--- src/rtl/adc_seq_pkg.sv ---
package adc_seq_pkg;

  typedef struct packed {
    logic hi;    // 10-bit conversion in effect
    logic hold;  // sample-and-hold timing
    logic rep;   // repeat operation
  } conv_mode_t;

  typedef enum logic [1:0] {
    PH_IDLE,
    PH_SAMPLE,
    PH_TRIAL,
    PH_STORE
  } conv_phase_e;

  // Repeat operation only runs at the narrow resolution.
  function automatic conv_mode_t make_mode(input logic res10, input logic hold_en,
                                           input logic repeat_en);
    conv_mode_t m;
    m.hi   = res10 & ~repeat_en;
    m.hold = hold_en;
    m.rep  = repeat_en;
    return m;
  endfunction

endpackage

--- src/rtl/adc_seq_trigger.sv ---
module adc_seq_trigger (
  input  logic clk,
  input  logic rst,
  input  logic start_set,
  input  logic start_clr,
  input  logic capture_mode,
  input  logic timer_evt,
  input  logic busy,
  input  logic oneshot_end,
  output logic start_bit,
  output logic launch
);

  always_ff @(posedge clk) begin
    if (rst)              start_bit <= 1'b0;
    else if (start_clr)   start_bit <= 1'b0;
    else if (oneshot_end) start_bit <= 1'b0;
    else if (start_set)   start_bit <= 1'b1;
  end

  always_comb begin
    launch = ~busy & start_bit & ~start_clr & (~capture_mode | timer_evt);
  end

endmodule

--- src/rtl/adc_seq_timer.sv ---
module adc_seq_timer
  import adc_seq_pkg::*;
#(
  parameter int CNT_W = 6
) (
  input  logic             clk,
  input  logic             rst,
  input  logic             launch,
  input  logic             abort,
  input  logic             rearm,
  input  logic [CNT_W-1:0] span,
  input  logic [CNT_W-1:0] samp_len,
  output logic             busy,
  output logic [CNT_W-1:0] cnt,
  output logic             last,
  output conv_phase_e      phase
);

  always_comb begin
    last = busy && (cnt == span - CNT_W'(1));
  end

  always_ff @(posedge clk) begin
    if (rst) begin
      busy <= 1'b0;
      cnt  <= '0;
    end else if (abort) begin
      busy <= 1'b0;
      cnt  <= '0;
    end else if (launch) begin
      busy <= 1'b1;
      cnt  <= '0;
    end else if (busy) begin
      if (last) begin
        busy <= rearm;
        cnt  <= '0;
      end else begin
        cnt <= cnt + CNT_W'(1);
      end
    end
  end

  always_comb begin
    if (!busy)               phase = PH_IDLE;
    else if (cnt < samp_len) phase = PH_SAMPLE;
    else if (last)           phase = PH_STORE;
    else                     phase = PH_TRIAL;
  end

endmodule

--- src/rtl/adc_seq_sar.sv ---
module adc_seq_sar #(
  parameter int CODE_W = 10,
  parameter int LO_W   = 8,
  parameter int CNT_W  = 6
) (
  input  logic              clk,
  input  logic              rst,
  input  logic              clear,
  input  logic              busy,
  input  logic              hi,
  input  logic [CNT_W-1:0]  cnt,
  input  logic [CNT_W-1:0]  samp_len,
  input  logic              cmp_in,
  input  logic              store,
  output logic [CODE_W-1:0] code,
  output logic [CODE_W-1:0] result
);

  localparam int IDX_W = $clog2(CODE_W);
  localparam int SHIFT = CODE_W - LO_W;

  logic [CNT_W-1:0] nbits;
  logic [CNT_W-1:0] span2;
  logic [CNT_W-1:0] off;
  logic [IDX_W-1:0] idx;
  logic             in_trial;

  always_comb begin
    nbits    = hi ? CNT_W'(CODE_W) : CNT_W'(LO_W);
    span2    = nbits << 1;
    off      = cnt - samp_len;
    in_trial = busy && (cnt >= samp_len) && (off < span2);
    idx      = IDX_W'(CODE_W - 1) - IDX_W'(off >> 1);
  end

  always_ff @(posedge clk) begin
    if (rst || clear) begin
      code <= '0;
    end else if (in_trial) begin
      if (!off[0])      code[idx] <= 1'b1;
      else if (!cmp_in) code[idx] <= 1'b0;
    end
  end

  always_ff @(posedge clk) begin
    if (rst)        result <= '0;
    else if (store) result <= hi ? code : (code >> SHIFT);
  end

endmodule

--- src/rtl/adc_sar_sequencer.sv ---
module adc_sar_sequencer
  import adc_seq_pkg::*;
#(
  parameter int CH_COUNT = 12,
  parameter int CODE_W   = 10,
  parameter int LO_W     = 8,
  parameter int LEN_LO   = 49,
  parameter int LEN_HI   = 59,
  parameter int LEN_SH_LO = 28,
  parameter int LEN_SH_HI = 33,
  parameter int CH_W     = $clog2(CH_COUNT),
  parameter int CNT_W    = $clog2(LEN_HI + 1)
) (
  input  logic              clk,
  input  logic              rst,
  input  logic              start_set,
  input  logic              start_clr,
  input  logic [CH_W-1:0]   chan_sel,
  input  logic              res10,
  input  logic              repeat_en,
  input  logic              hold_en,
  input  logic              capture_mode,
  input  logic              timer_evt,
  input  logic              cmp_in,
  output logic [CODE_W-1:0] trial_code,
  output logic [CH_W-1:0]   chan_out,
  output logic              sample,
  output logic              busy,
  output logic              start_bit,
  output logic              done,
  output logic [CODE_W-1:0] result
);

  localparam logic [CNT_W-1:0] NB_HI = CNT_W'(CODE_W);
  localparam logic [CNT_W-1:0] NB_LO = CNT_W'(LO_W);

  conv_mode_t       mode_q;
  logic [CH_W-1:0]  chan_q;
  logic [CNT_W-1:0] len_q;
  logic [CNT_W-1:0] samp_q;
  logic [CNT_W-1:0] cnt;
  logic             launch;
  logic             last;
  logic             abort;
  logic             rearm;
  logic             oneshot_end;
  logic             store;
  logic             code_clear;
  conv_phase_e      phase;

  always_comb begin
    abort       = busy & start_clr;
    store       = last & ~start_clr;
    rearm       = store & mode_q.rep;
    oneshot_end = store & ~mode_q.rep;
    code_clear  = launch | abort | last;
  end

  // Span selection by timing style and resolution.
  always_comb begin
    unique case ({mode_q.hold, mode_q.hi})
      2'b00:   len_q = CNT_W'(LEN_LO);
      2'b01:   len_q = CNT_W'(LEN_HI);
      2'b10:   len_q = CNT_W'(LEN_SH_LO);
      default: len_q = CNT_W'(LEN_SH_HI);
    endcase
    samp_q = len_q - ((mode_q.hi ? NB_HI : NB_LO) << 1) - CNT_W'(1);
  end

  // Mode and channel are captured once per launch; repeat restarts reuse them.
  always_ff @(posedge clk) begin
    if (rst) begin
      mode_q <= '0;
      chan_q <= '0;
    end else if (launch) begin
      mode_q <= make_mode(res10, hold_en, repeat_en);
      chan_q <= chan_sel;
    end
  end

  always_ff @(posedge clk) begin
    if (rst) done <= 1'b0;
    else     done <= store;
  end

  adc_seq_trigger u_trigger (
    .clk          (clk),
    .rst          (rst),
    .start_set    (start_set),
    .start_clr    (start_clr),
    .capture_mode (capture_mode),
    .timer_evt    (timer_evt),
    .busy         (busy),
    .oneshot_end  (oneshot_end),
    .start_bit    (start_bit),
    .launch       (launch)
  );

  adc_seq_timer #(.CNT_W(CNT_W)) u_timer (
    .clk      (clk),
    .rst      (rst),
    .launch   (launch),
    .abort    (abort),
    .rearm    (rearm),
    .span     (len_q),
    .samp_len (samp_q),
    .busy     (busy),
    .cnt      (cnt),
    .last     (last),
    .phase    (phase)
  );

  adc_seq_sar #(.CODE_W(CODE_W), .LO_W(LO_W), .CNT_W(CNT_W)) u_sar (
    .clk      (clk),
    .rst      (rst),
    .clear    (code_clear),
    .busy     (busy),
    .hi       (mode_q.hi),
    .cnt      (cnt),
    .samp_len (samp_q),
    .cmp_in   (cmp_in),
    .store    (store),
    .code     (trial_code),
    .result   (result)
  );

  assign chan_out = chan_q;
  assign sample   = (phase == PH_SAMPLE);

endmodule

--- config.mk ---
export PLATFORM = sky130hd
export DESIGN_NAME = adc_sar_sequencer
export DESIGN_NICKNAME = d
export VERILOG_FILES = /design/src/rtl/adc_seq_pkg.sv /design/src/rtl/adc_seq_trigger.sv /design/src/rtl/adc_seq_timer.sv /design/src/rtl/adc_seq_sar.sv /design/src/rtl/adc_sar_sequencer.sv
export SDC_FILE = /design/constraint.sdc
export NUM_CORES = 1
export LEC_CHECK = 0
export ABC_AREA = 1
export BUFFER_PORTS_ARGS = -buffer_cell sky130_fd_sc_hd__buf_2
export CELL_PAD_IN_SITES_DETAIL_PLACEMENT = 1
export CELL_PAD_IN_SITES_GLOBAL_PLACEMENT = 1
export CORE_ASPECT_RATIO = 1.4
export CORE_UTILIZATION = 38
export DETAILED_ROUTE_END_ITERATION = 7
export PLACE_DENSITY_LB_ADDON = 0.1
export SLEW_MARGIN = 30
export SYNTH_ARGS = -nofsm -noshare
export SYNTH_HDL_FRONTEND = slang
export SYNTH_SLANG_ARGS = --single-unit
export TNS_END_PERCENT = 10
--- constraint.sdc ---
create_clock -name clk -period 2.9 [get_ports clk]
set_input_delay 0.58 -clock clk [delete_from_list [all_inputs] [get_ports clk]]
set_output_delay 0.58 -clock clk [all_outputs]
set_load 0.02 [all_outputs]
After elaboration in Yosys (flattened, before gate mapping). Index checks and enable logic that the tools add are counted.

Bitwise logic cells: 19. Reduce and logical (&&, ||, !) cells: 10. Add/sub/neg operators: 6. Div/mod/pow operators: 0. Muxes and demuxes: 14. Equality and inequality tests: 5. Shift-type cells: 0. Multipliers: 0. $lt $le $gt $ge: 5.

Operator list (count): $mux 10 (3); $pmux 6 s3 (1); $lt 6x6->1 (2); $sub 6x1->6 const B (2); $sub 6x6->6 (2); $and 10x10->10 (1); $not 10->10 (1); $or 10x10->10 (1); $and 1x1->1 (8); $add 6x1->6 const B (1); $eq 6x6->1 (1); $ge 6x6->1 (1); $mux 2 (3); $mux 6 (1); $reduce_or 3->1 (2); $lt 4x5->1 const B (1); $mux 1 (5); $not 1->1 (5); $demux 1 s4 (1); $eq 2x1->1 const B (2); $ge 4x1->1 const B (1); $logic_and 1x1->1 (4); $sub 4x4->4 const A (1); $or 1x1->1 (3); 6 further kinds (6).

Input port bits: 14. Memories: 0. Bits in latches: 0. Memory bits (read-only): 0. Bits in registers: 36. Word-level logic and storage cells: 69. Memory bits (writable): 0. Output and inout bits: 28.

Longest topological paths before layout.
Word-level depth: 14. Gate-level depth with buffers: 18. Depth with buffers taken out: 18.

Hierarchy. A second synthesis with hierarchy kept.

Cells, all modules: 420. Area total of the unflattened synthesis: 2670.1 um2.

Modules (own cells, without submodules): adc_seq_sar (sequential area each 400.4 um2, instances 1, area an instance 1461.4 um2, cells an instance 236); adc_seq_timer (sequential area each 140.1 um2, instances 1, area an instance 673.1 um2, cells an instance 113); adc_sar_sequencer (sequential area each 160.2 um2, instances 1, area an instance 473.0 um2, cells an instance 59); adc_seq_trigger (sequential area each 20.0 um2, instances 1, area an instance 62.6 um2, cells an instance 12).

Worst setup path after synthesis. Ideal clock, no wire load.

Path type: flip-flop to flip-flop. From: register mode_q[2] (netlist name). To: register (tool-made name). Setup time: 0.113 ns. Required time: 2.787 ns. Period minus slack after synthesis: 2.516 ns. Buffers on the path: 0. Stages on the path, launching flop included: 16. Arrival time: 2.403 ns. Setup slack: 0.384 ns. Path through: dfxtp_1 -> inv_1 -> ha_1 -> ha_1 -> fa_1 -> nand2_1 -> nand2_1 -> ha_1 -> inv_1 -> nand3_1 -> nand2_1 -> nand3_1 -> nor2_1 -> nand2_1 -> nand2_1 -> nor2_1.

RTL lines: from (decl) (line adc_sar_sequencer.sv:37) `conv_mode_t mode_q;`; from (signal assigned) (line adc_sar_sequencer.sv:76) `mode_q <= make_mode(res10, hold_en, repeat_en);`.

Worst setup path in the final report.
From: register mode_q[2] (netlist name). To: output port sample.

Cells in the longest elaborated chain, start to end: 9. Elaborated cells on any way between the ends: 15. Those cells by class: add/sub: 3; order compare: 1; eq/ne: 4; mux: 5; reduce/logical: 2.

RTL lines: parallel branches: the longest is 6 deep, another holds $sub 6x6->6; $mux 2 (*) (line adc_seq_timer.sv:45) `else if (cnt < samp_len) phase = PH_SAMPLE;`; $mux 2 (*) (line adc_seq_timer.sv:44) `if (!busy) phase = PH_IDLE;`; $eq 2x1->1 (*) (line adc_sar_sequencer.sv:128) `assign sample = (phase == PH_SAMPLE);`; to (decl) (line adc_sar_sequencer.sv:27) `output logic sample,`.

Mark *: on every way between the ends.

==> results.cfg <==
[timing]
setup_violations = 0
maxSlewHeadroom = 0.724
tightestPinTransition_ns = 0.413
post-route-period-util = 0.942
hold_viol_final = 0
fmax_mhz = 366
drv_slew = 0
fin_hold_ws_ns = 0.471
period_needed_ns = 2.73
worst_slack_ns = 0.167
rsz0062_at_grt = true
fin_skew_ns = 0.0108

[detailed_routing]
first_pass_iters = 4
wl_mm = 5.58
vias_per_cell = 4.94
drtIter0Drc = 49
wire_per_inst_um = 13.6
antenna_left = 0
vias = 2027
drc_errors = 0

[synth]
synth_warnings = 0
synthesis.nets = 326
synthesis.area_um2 = 2070
syn-instance-count = 299
ys_ff_latch = 36
ys_seq_area_frac = 0.348
synth_edf_count = 0
synth_cell_types = 29
avgSynthCellArea_um2 = 6.93
async_flop_share = 0
synthFlopType = dfxtp_1

[placement]
portBuffers = 41
hpwl_mm = 4.46
dp_cells = 402
gp_congestion = 0.794
dp_slack_ns = 0.110
place_area_um2 = 2340

[floorplanning]
rows = 31
core_um2 = 5200
num_io_pins = 42
die_area_um2 = 5760
die_x_um = 64.4
dieHeight_um = 89.4
start_util = 0.399

[grt]
grtUsageTotal = 0.207
grt_antenna_before_repair = 0
grt_first_pass_wirelength_mm = 9.16
grt_pass1_vias = 1965
grt_max_degree = 18
overflow = 0

[critical_path]
reg2reg_slack_ns = 0.25
cp-start-kind = register
max_stage_delay_ns = 0.37
cp_cell_sequence = inv_2, ha_4, ha_1, fa_2, inv_1, nand2_1, nand2_2, nand3_1, nand2_1, nor2_1, buf_2
worst-path-max-fanout = 4
cp-end-kind = primary output
arrival_ns = 2.15
rr_worst_depth = 16
path_class = register to primary output
cp_slowest_cell = fa_2
cp.required_ns = 2.32
crit_path_end = sample
crit_top_cell = nand2_1
startpoint = mode_q[2]$_SDFFE_PP0P_
reg2reg_from = mode_q[2]$_SDFFE_PP0P_

[clock_network]
cts_buffer_depth = 2
clock_latency_ns = 0.29
clk_pin_slew_ns = 0.08
ctsRootBufferMaster = clkbuf_8
clkSinkCount = 36
cts_setup_buffers = 0
cts_tree = yes
cts_htree_levels = 2
postCtsHoldBufs = 0
cts_buffers = 5

[layout]
fill_cells = 717
final_common_cell = nor2_1
final_cells = 410
most-common-layout-cells = 62 x nor2_1, 56 x nand2_1, 41 x buf_2
design_area_um2 = 2450
fin_nets = 370
diodes = 0
final_layout_size_suffix_gt1_frac = 0.186
synthToLayoutAreaGrowth_pct = 18.2

[power]
ir_worst_vdd_uv = 239
power_density_nw_per_um2 = 410
p_leak_nw = 1.18
finalPower_mw = 1.00

[job]
maxCapViolations = 0

[status]
outcome = complete, no violations

[min_path]
hp-class = register to register
-- cell type report --
cell class | instances | area, µm² | share of cell area
Timing Repair Buffer | 42 | 216 | 0.0884
Multi-Input combinational cell | 226 | 1220 | 0.500
Sequential cell | 36 | 721 | 0.294
Inverter | 32 | 120 | 0.0490
Clock inverter | 1 | 8.76 | 0.00358
Tap cell | 66 | 82.6 | 0.0337
Clock buffer | 7 | 76.3 | 0.0312
-- repair_timing --
action | CTS | global route
hold endpoints to repair | 0 | 0
gates resized for setup | 1 | 8
setup endpoints to repair | 1 | 11
-- through the flow --
step / setup TNS (ns) / util
floorplan: 0 / -
global placement: 0 / 0.450
detailed placement: 0 / 0.450
CTS: 0 / 0.467
global route: -0.126 / 0.471
finish: 0 / 0.471
-- per-layer routing --
metal,part of all wire,track usage,vias to the layer above,wire length [µm]
met4,0.010,0.0606,0,57
li1,-,-,1055,-
met5,0,0,-,0
met1,0.41,0.233,941,2300
met2,0.55,0.395,26,3080
met3,0.026,0.0357,5,145
-- worst max-delay path, delay by kind of cell, from the launching register on --
kind                       cells  cell delay, ns
and+or+nand+nor                5            0.42
adders and majority gates      3            0.77
buffers and inverters          3            0.31
DFF                            1            0.36
-- Yosys cell counts (2+ instances only) --
library cell | count | area (µm²)
nor3_1 | 3 | 15.0
nand2_1 | 58 | 218
ha_1 | 12 | 150
buf_2 | 2 | 10.0
nand4_1 | 2 | 12.5
clkbuf_1 | 2 | 7.51
inv_2 | 3 | 11.3
nand3_1 | 31 | 155
mux2i_1 | 8 | 80.1
a21oi_1 | 15 | 75.1
dfxtp_1 | 36 | 721
o21ai_0 | 13 | 65.1
xor2_1 | 5 | 43.8
xnor2_1 | 5 | 43.8
nor2_1 | 62 | 233
inv_1 | 29 | 109
-- worst min-delay path by stage --
stage                                 startpoint  slack, ns                      endpoint  cells past startpoint
floorplan            u_timer.cnt[0]$_SDFFE_PP0P_       0.47   u_timer.cnt[0]$_SDFFE_PP0P_                      2
global placement    u_sar.result[9]$_SDFFE_PP0N_       0.46  u_sar.result[9]$_SDFFE_PP0N_                      2
detailed placement  u_sar.result[9]$_SDFFE_PP0N_       0.47  u_sar.result[9]$_SDFFE_PP0N_                      2
CTS                 u_sar.result[9]$_SDFFE_PP0N_       0.48  u_sar.result[9]$_SDFFE_PP0N_                      2
global route        u_sar.result[9]$_SDFFE_PP0N_       0.50  u_sar.result[9]$_SDFFE_PP0N_                      2
finish              u_sar.result[8]$_SDFFE_PP0N_       0.47  u_sar.result[8]$_SDFFE_PP0N_                      2
-- cells by family (layout without fill, tap and decap cells) --
kind of cell               count (synthesis)  count (layout)  synth area share
and+or+nand+nor                          161             161             0.327
buffers and inverters                     37              82            0.0719
DFF                                       36              36             0.348
AOI/OAI and AO/OA                         34              34            0.0906
adders and majority gates                 13              13            0.0821
xor gates and xnor gates                  10              10            0.0423
muxes                                      8               8            0.0386
-- report_power, final --
part           switching, mW  internal, mW  total (mW)
logic                 0.0929        0.0482       0.141
clock network          0.188         0.172       0.360
registers            0.00433         0.499       0.503
total                  0.285         0.719        1.00
Power figures use the tool's default switching activity.
